### config.mk
export PLATFORM = sky130hd
export DESIGN_NAME = op_timeout_wdog
export DESIGN_NICKNAME = d
export VERILOG_FILES = /design/src/rtl/op_wdog_pkg.sv /design/src/rtl/op_limit_calc.sv /design/src/rtl/op_elapsed_timer.sv /design/src/rtl/op_timeout_wdog.sv
export SDC_FILE = /design/constraint.sdc
export NUM_CORES = 1
export LEC_CHECK = 0
export ABC_AREA = 1
export BUFFER_PORTS_ARGS = -buffer_cell sky130_fd_sc_hd__clkbuf_2
export CAP_MARGIN = 0
export CORE_MARGIN = 2
export CORE_UTILIZATION = 40
export DETAILED_ROUTE_END_ITERATION = 10
export GPL_TIMING_DRIVEN = 0
export PLACE_DENSITY = 0.57
export SLEW_MARGIN = 20
export SYNTH_ARGS = -nofsm -noshare
export SYNTH_HDL_FRONTEND = slang
export SYNTH_HIERARCHICAL = 1
export SYNTH_SLANG_ARGS = --single-unit
### constraint.sdc
create_clock -name clk -period 17.32 [get_ports clk]
set_clock_uncertainty 0.15 [all_clocks]
set_input_delay 2.598 -clock clk [delete_from_list [all_inputs] [get_ports clk]]
set_output_delay 2.598 -clock clk [all_outputs]
set_load 0.02 [all_outputs]
### src/rtl/op_wdog_pkg.sv
// Package: shared operation codes and the scale factor for the timeout supervisor.
// Assumes: op_kind encoding is fixed by the interface (0 read, 1 write, 2 erase).
package op_wdog_pkg;
    typedef enum logic [1:0] {
        OP_READ  = 2'd0,
        OP_WRITE = 2'd1,
        OP_ERASE = 2'd2,
        OP_RSVD  = 2'd3
    } op_kind_e;

    localparam int unsigned TIMEOUT_SCALE = 10;
    localparam int unsigned R2W_MAX_CODE  = 5;
endpackage

### src/rtl/op_limit_calc.sv
// Module: op_limit_calc
// Computes the timeout allowance for one operation as a purely combinational function
// of the card timing inputs. Each stage (read time, write time, erase time,
// scaled limit) saturates at 2^CNT_W-1.
// Assumes: ACC_W and NSAC_W are below CNT_W; r2w_code above 5 is clamped to 5.
module op_limit_calc
    import op_wdog_pkg::*;
#(
    parameter int ACC_W  = 16,
    parameter int NSAC_W = 8,
    parameter int EG_W   = 16,
    parameter int CNT_W  = 40
) (
    input  logic [1:0]        kind,
    input  logic [ACC_W-1:0]  taac,
    input  logic [NSAC_W-1:0] nsac,
    input  logic [2:0]        r2w,
    input  logic [EG_W-1:0]   groups,
    output logic [CNT_W-1:0]  limit
);
    localparam int WIDE_W = CNT_W + EG_W + 6;
    localparam logic [WIDE_W-1:0] SAT_WIDE = {{(WIDE_W-CNT_W){1'b0}}, {CNT_W{1'b1}}};

    logic [CNT_W-1:0] read_t, write_t, erase_t, typ_t;
    logic [2:0]       r2w_eff;

    // Clamp a wide intermediate to the counter range.
    function automatic logic [CNT_W-1:0] sat(input logic [WIDE_W-1:0] v);
        return (v > SAT_WIDE) ? {CNT_W{1'b1}} : v[CNT_W-1:0];
    endfunction

    // Per-stage saturating arithmetic for the typical times.
    always_comb begin
        r2w_eff = (r2w > 3'(R2W_MAX_CODE)) ? 3'(R2W_MAX_CODE) : r2w;
        read_t  = sat(WIDE_W'(taac) + WIDE_W'(nsac));
        write_t = sat(WIDE_W'(read_t) << r2w_eff);
        erase_t = sat(WIDE_W'(write_t) * WIDE_W'(groups));
    end

    // Select the typical time for the operation kind and scale it.
    always_comb begin
        unique case (op_kind_e'(kind))
            OP_READ:  typ_t = read_t;
            OP_WRITE: typ_t = write_t;
            OP_ERASE: typ_t = erase_t;
            default:  typ_t = '0;
        endcase
        limit = sat(WIDE_W'(typ_t) * WIDE_W'(TIMEOUT_SCALE));
    end

    // Stage relations that must survive saturation.
    always_comb begin
        p_write_ge_read_r3: assert (write_t >= read_t);
        p_zero_groups_r4:   assert ((groups != '0) || (erase_t == '0));
    end
endmodule

### src/rtl/op_elapsed_timer.sv
// Module: op_elapsed_timer
// Holds the latched limit and counts the cycles an operation has been outstanding.
// Raises 'expire' on the cycle whose edge would complete the allowance.
// Assumes: 'load' and 'run' are never high together (the controller only loads when idle).
module op_elapsed_timer #(
    parameter int CNT_W = 40
) (
    input  logic             clk,
    input  logic             rst_n,
    input  logic             load,
    input  logic             run,
    input  logic [CNT_W-1:0] limit_in,
    output logic             expire
);
    logic [CNT_W-1:0] limit_q;
    logic [CNT_W-1:0] cnt_q;
    logic [CNT_W:0]   cnt_inc;

    // Capture the limit at start and advance the elapsed count while running.
    always_ff @(posedge clk) begin
        if (!rst_n) begin
            limit_q <= '0;
            cnt_q   <= '0;
        end else if (load) begin
            limit_q <= limit_in;
            cnt_q   <= '0;
        end else if (run && !expire) begin
            cnt_q <= cnt_q + 1'b1;
        end
    end

    // Expiry when the next counted cycle reaches the limit (a zero limit acts as one).
    always_comb begin
        cnt_inc = {1'b0, cnt_q} + 1'b1;
        expire  = run && (cnt_inc >= {1'b0, limit_q});
    end

    p_limit_hold_r5: assert property (@(posedge clk) disable iff (!rst_n)
        (run && !load) |=> $stable(limit_q));
    p_cnt_below_limit_r7: assert property (@(posedge clk) disable iff (!rst_n)
        (run && (limit_q != '0)) |-> (cnt_q < limit_q));
endmodule

### src/rtl/op_timeout_wdog.sv
// Module: op_timeout_wdog (top)
// Supervises one card operation at a time: computes its allowance on start,
// tracks completion, and reports done or a sticky timeout.
// Assumes: op_start and op_done_in are synchronous single-cycle strobes.
module op_timeout_wdog
    import op_wdog_pkg::*;
#(
    parameter int ACC_W  = 16,
    parameter int NSAC_W = 8,
    parameter int EG_W   = 16,
    parameter int CNT_W  = 40
) (
    input  logic              clk,
    input  logic              rst_n,
    input  logic              op_start,
    input  logic [1:0]        op_kind,
    input  logic [ACC_W-1:0]  taac_cyc,
    input  logic [NSAC_W-1:0] nsac_cyc,
    input  logic [2:0]        r2w_code,
    input  logic [EG_W-1:0]   erase_groups,
    input  logic              op_done_in,
    output logic              busy,
    output logic              done_pulse,
    output logic              timed_out
);
    logic [CNT_W-1:0] limit_w;
    logic             accept;
    logic             expire;

    op_limit_calc #(
        .ACC_W (ACC_W),
        .NSAC_W(NSAC_W),
        .EG_W  (EG_W),
        .CNT_W (CNT_W)
    ) u_calc (
        .kind  (op_kind),
        .taac  (taac_cyc),
        .nsac  (nsac_cyc),
        .r2w   (r2w_code),
        .groups(erase_groups),
        .limit (limit_w)
    );

    op_elapsed_timer #(
        .CNT_W(CNT_W)
    ) u_timer (
        .clk     (clk),
        .rst_n   (rst_n),
        .load    (accept),
        .run     (busy),
        .limit_in(limit_w),
        .expire  (expire)
    );

    // A start is taken only when idle and with a defined operation kind.
    always_comb begin
        accept = op_start && !busy && (op_kind_e'(op_kind) != OP_RSVD);
    end

    // Operation state: busy, completion pulse and sticky timeout.
    always_ff @(posedge clk) begin
        if (!rst_n) begin
            busy       <= 1'b0;
            done_pulse <= 1'b0;
            timed_out  <= 1'b0;
        end else begin
            done_pulse <= 1'b0;
            if (accept) begin
                busy      <= 1'b1;
                timed_out <= 1'b0;
            end else if (busy) begin
                if (op_done_in) begin
                    busy       <= 1'b0;
                    done_pulse <= 1'b1;
                end else if (expire) begin
                    busy      <= 1'b0;
                    timed_out <= 1'b1;
                end
            end
        end
    end

    p_accept_busy_r7: assert property (@(posedge clk) disable iff (!rst_n)
        accept |=> busy);
    p_done_single_r6: assert property (@(posedge clk) disable iff (!rst_n)
        done_pulse |=> !done_pulse);
    p_done_not_timeout_r6: assert property (@(posedge clk) disable iff (!rst_n)
        done_pulse |-> !timed_out);
    p_timeout_sticky_r7: assert property (@(posedge clk) disable iff (!rst_n)
        (timed_out && !accept) |=> timed_out);
    p_idle_done_ignored_r9: assert property (@(posedge clk) disable iff (!rst_n)
        (!busy && !accept) |=> (!busy && !done_pulse));
endmodule

==> out/metrics.csv <==
stage,metric,value,unit
timing,Fin Setup TNS,0,ns
finish,Nets,4000,
timing,"Slew Viols, Final",0,
critical_path,critical path capture point type,register,
finish,P&R area growth vs syn,7.00,%
synthesis,synth warn,6,
clock_tree,Setup Buffers After CTS,0,
clock_tree,CTS tree,yes,
critical_path,CP arrival,14.53,ns
timing,final setup vio count,0,
floorplan,# rows,87,
global_route,vias in the first global route,21663,
clock_tree,"Clk Latency, worst-skew pair",0.35,ns
floorplan,Die X,244,um
critical_path,critical-path maximum fanout,10,
synthesis,ys flop type,dfxtp_1,
outcome,outcome,"complete, no violations",
detailed_routing,DRT iter0 DRCs,1623,
finish,fill count,6155,
synthesis,post-synthesis async set-or-reset flop share,0,%
run,max cap viols,0,
synthesis,Netlist Area Pre-Place,23000,um^2
timing,RSZ-0062 raised after global routing,false,
global_route,GRT overflow,0,
critical_path,"Worst Path Class, Setup",primary input to register,
synthesis,syn_area_per_cell,6.95,um^2
timing,relative slew slack,35.7,%
global_route,GRT Overall Usage,25.4,%
clock_tree,Root Driver,clkbuf_16,
detailed_routing,routed via count,21218,
timing,max frequency,0.0691,GHz
global_route,largest net degree at the start of global routing,15,
detailed_routing,drt via density,5.10,
clock_tree,clk sink count,83,
timing,Final Hold Fails,0,
floorplan,Ports,52,
timing,period utilization,83.5,%
clock_tree,post_cts resized,0,
detailed_routing,WL per Instance,17.6,um
detailed_routing,first-pass detailed-route iteration total,6,
clock_tree,Post-CTS Hold Buffers,0,
critical_path,Top delay family on crit path,adder cells,
clock_tree,htree depth,3,
place,gpl congestion,0.943,
place,IO buf count,45,
finish,Sequential Area,1660,um^2
place,Detailed Place HPWL,63000,um
floorplan,chip height,244,um
synthesis,post-synth cell types,55,
synthesis,sequential area share after synthesis,7.22,%
finish,"Core Util, Final",43.5,%
clock_tree,Worst-path clk slew,0.06,ns
detailed_routing,total wire length,73400,um
finish,share of layout cells above drive strength 1,5.26,%
min_path,Hold Path Class,register to register,
clock_tree,Max clock buf depth,2,
global_route,antenna violations before repair,3,
finish,multi-input logic area,18400,um^2
critical_path,CP Buf/Inv Count,10,
detailed_routing,Residual DRC,0,
floorplan,core area,56600,um^2
finish,# diodes,0,
critical_path,CP startpoint kind,primary input,
floorplan,Starting Density,40.7,%
timing,Final min period,14.47,ns
timing,Worst Tran Pin Value,0.962,ns
critical_path,CP most frequent cell,fa_1,
detailed_routing,Routed Antenna Nets,0,
clock_tree,Num CTS Buffers,9,
critical_path,slowest CP cell,nor4_1,
critical_path,WP data required,17.38,ns
global_route,first-pass GRT wire length,119000,um
synthesis,synthesized instance count,3312,
floorplan,Die ar.,59500,um^2
synthesis,register bit total from synthesis,83,
critical_path,Slowest Stage Delay on Critical Path,0.58,ns
synthesis,number of synthesized flops with an enable pin,0,
==> sequential cells by signal, summed over array words and instances, names as in the netlist <==
name             cells
busy                 1
done_pulse           1
timed_out            1
u_timer/cnt_q       40
u_timer/limit_q     40
==> area by class of cell <==
| type | instances | share of cell area [%] |
|---|---|---|
| Buffer | 96 | 1.83 |
| Clock buffer | 10 | 0.970 |
| Clock inverter | 5 | 0.350 |
| Inverter | 690 | 10.5 |
| Multi-Input combinational cell | 2474 | 74.8 |
| Sequential cell | 83 | 6.74 |
| Tap cell | 756 | 3.84 |
| Timing Repair Buffer | 45 | 0.914 |
==> layer usage <==
metal | GRT usage (%) | share of wire (%) | vias to the layer above
li1 | - | - | 10390
met1 | 36.9 | 47 | 10061
met2 | 40.3 | 44 | 683
met3 | 4.28 | 8.2 | 78
met4 | 3.86 | 1.3 | 6
met5 | 0 | 0.042 | -
==> final timing paths <==
path                                                         end  cells past startpoint  slack [ns]                       startpoint
worst max-delay path            u_timer/limit_q[28]$_SDFFE_PN0P_                     51        2.85                      taac_cyc[0]
worst min-delay path             u_timer/limit_q[8]$_SDFFE_PN0P_                      2        0.31  u_timer/limit_q[8]$_SDFFE_PN0P_
worst max register to register     u_timer/cnt_q[8]$_SDFFE_PP0P_                     23       12.86    u_timer/cnt_q[0]$_SDFFE_PP0P_
worst min register to register   u_timer/limit_q[8]$_SDFFE_PN0P_                      2        0.31  u_timer/limit_q[8]$_SDFFE_PN0P_
==> cells in the final DEF, fill, tap and decap left out, types with 4 or more instances in the layout <==
cell type    n
nand2_1    683
inv_1      665
nor2_1     405
fa_1       309
ha_1       243
a21oi_1    152
nand3_1    129
o21ai_0    122
nand4_1     85
dfxtp_1     83
xor2_1      71
clkbuf_1    56
clkbuf_2    45
xnor2_1     33
conb_1      33
nor3_1      28
nand3_2     25
buf_2       25
o21bai_1    22
inv_2       18
nand2_2     17
o21ai_1     15
nand3b_1    13
a31oi_1     10
clkbuf_16    9
a21o_1       8
clkinv_1     7
a21boi_0     7
buf_1        6
nor4_1       6
nor2_4       5
and2_1       5
nor2_2       5
o211ai_1     5
o21a_1       5
buf_6        5
o221ai_1     4
==> through the flow <==
step                instance area (um^2)  hold slack [ns]  worst slack [ns]  instances
floorplan                          23100            0.285              5.14       3343
global placement                   24300            0.306              2.69       4144
detailed placement                 24300            0.308              2.70       4144
CTS                                24600            0.317              3.05       4159
global route                       24600            0.336              2.15       4159
finish                             24600            0.313              2.85       4159
==> synth_stat cells, types with 25 or more instances <==
cell	n	share of area, %
nand2_1	683	11
inv_1	665	11
nor2_1	405	6.6
fa_1	309	27
ha_1	243	13
a21oi_1	152	3.3
nand3_1	129	2.8
o21ai_0	122	2.7
nand4_1	85	2.3
dfxtp_1	83	7.2
xor2_1	71	2.7
clkbuf_1	56	0.91
xnor2_1	33	1.3
nor3_1	28	0.61
buf_2	25	0.54
nand3_2	25	1.1
==> cell families (layout without fill, tap and decap cells) <==
logic type / Yosys count / after routing / share of synthesized area, %
AOI/OAI and AO/OA: 364 / 364 / 8.74
xor gates and xnor gates: 104 / 104 / 3.96
adders and majority gates: 552 / 552 / 40.1
buffers and inverters: 786 / 846 / 13.2
DFF: 83 / 83 / 7.22
other: 2 / 33 / 0.0326
and+or+nand+nor: 1421 / 1421 / 26.8
==> worst min-delay path, cell delays in order (launching register included) <==
cell and delay (ns):
dfxtp_1 0.29, inv_1 0.06, a21oi_1 0.06
Power is left out: the tool's default activity adds up to more than one toggle a clock period on the data nets, which glitch-free logic cannot reach.
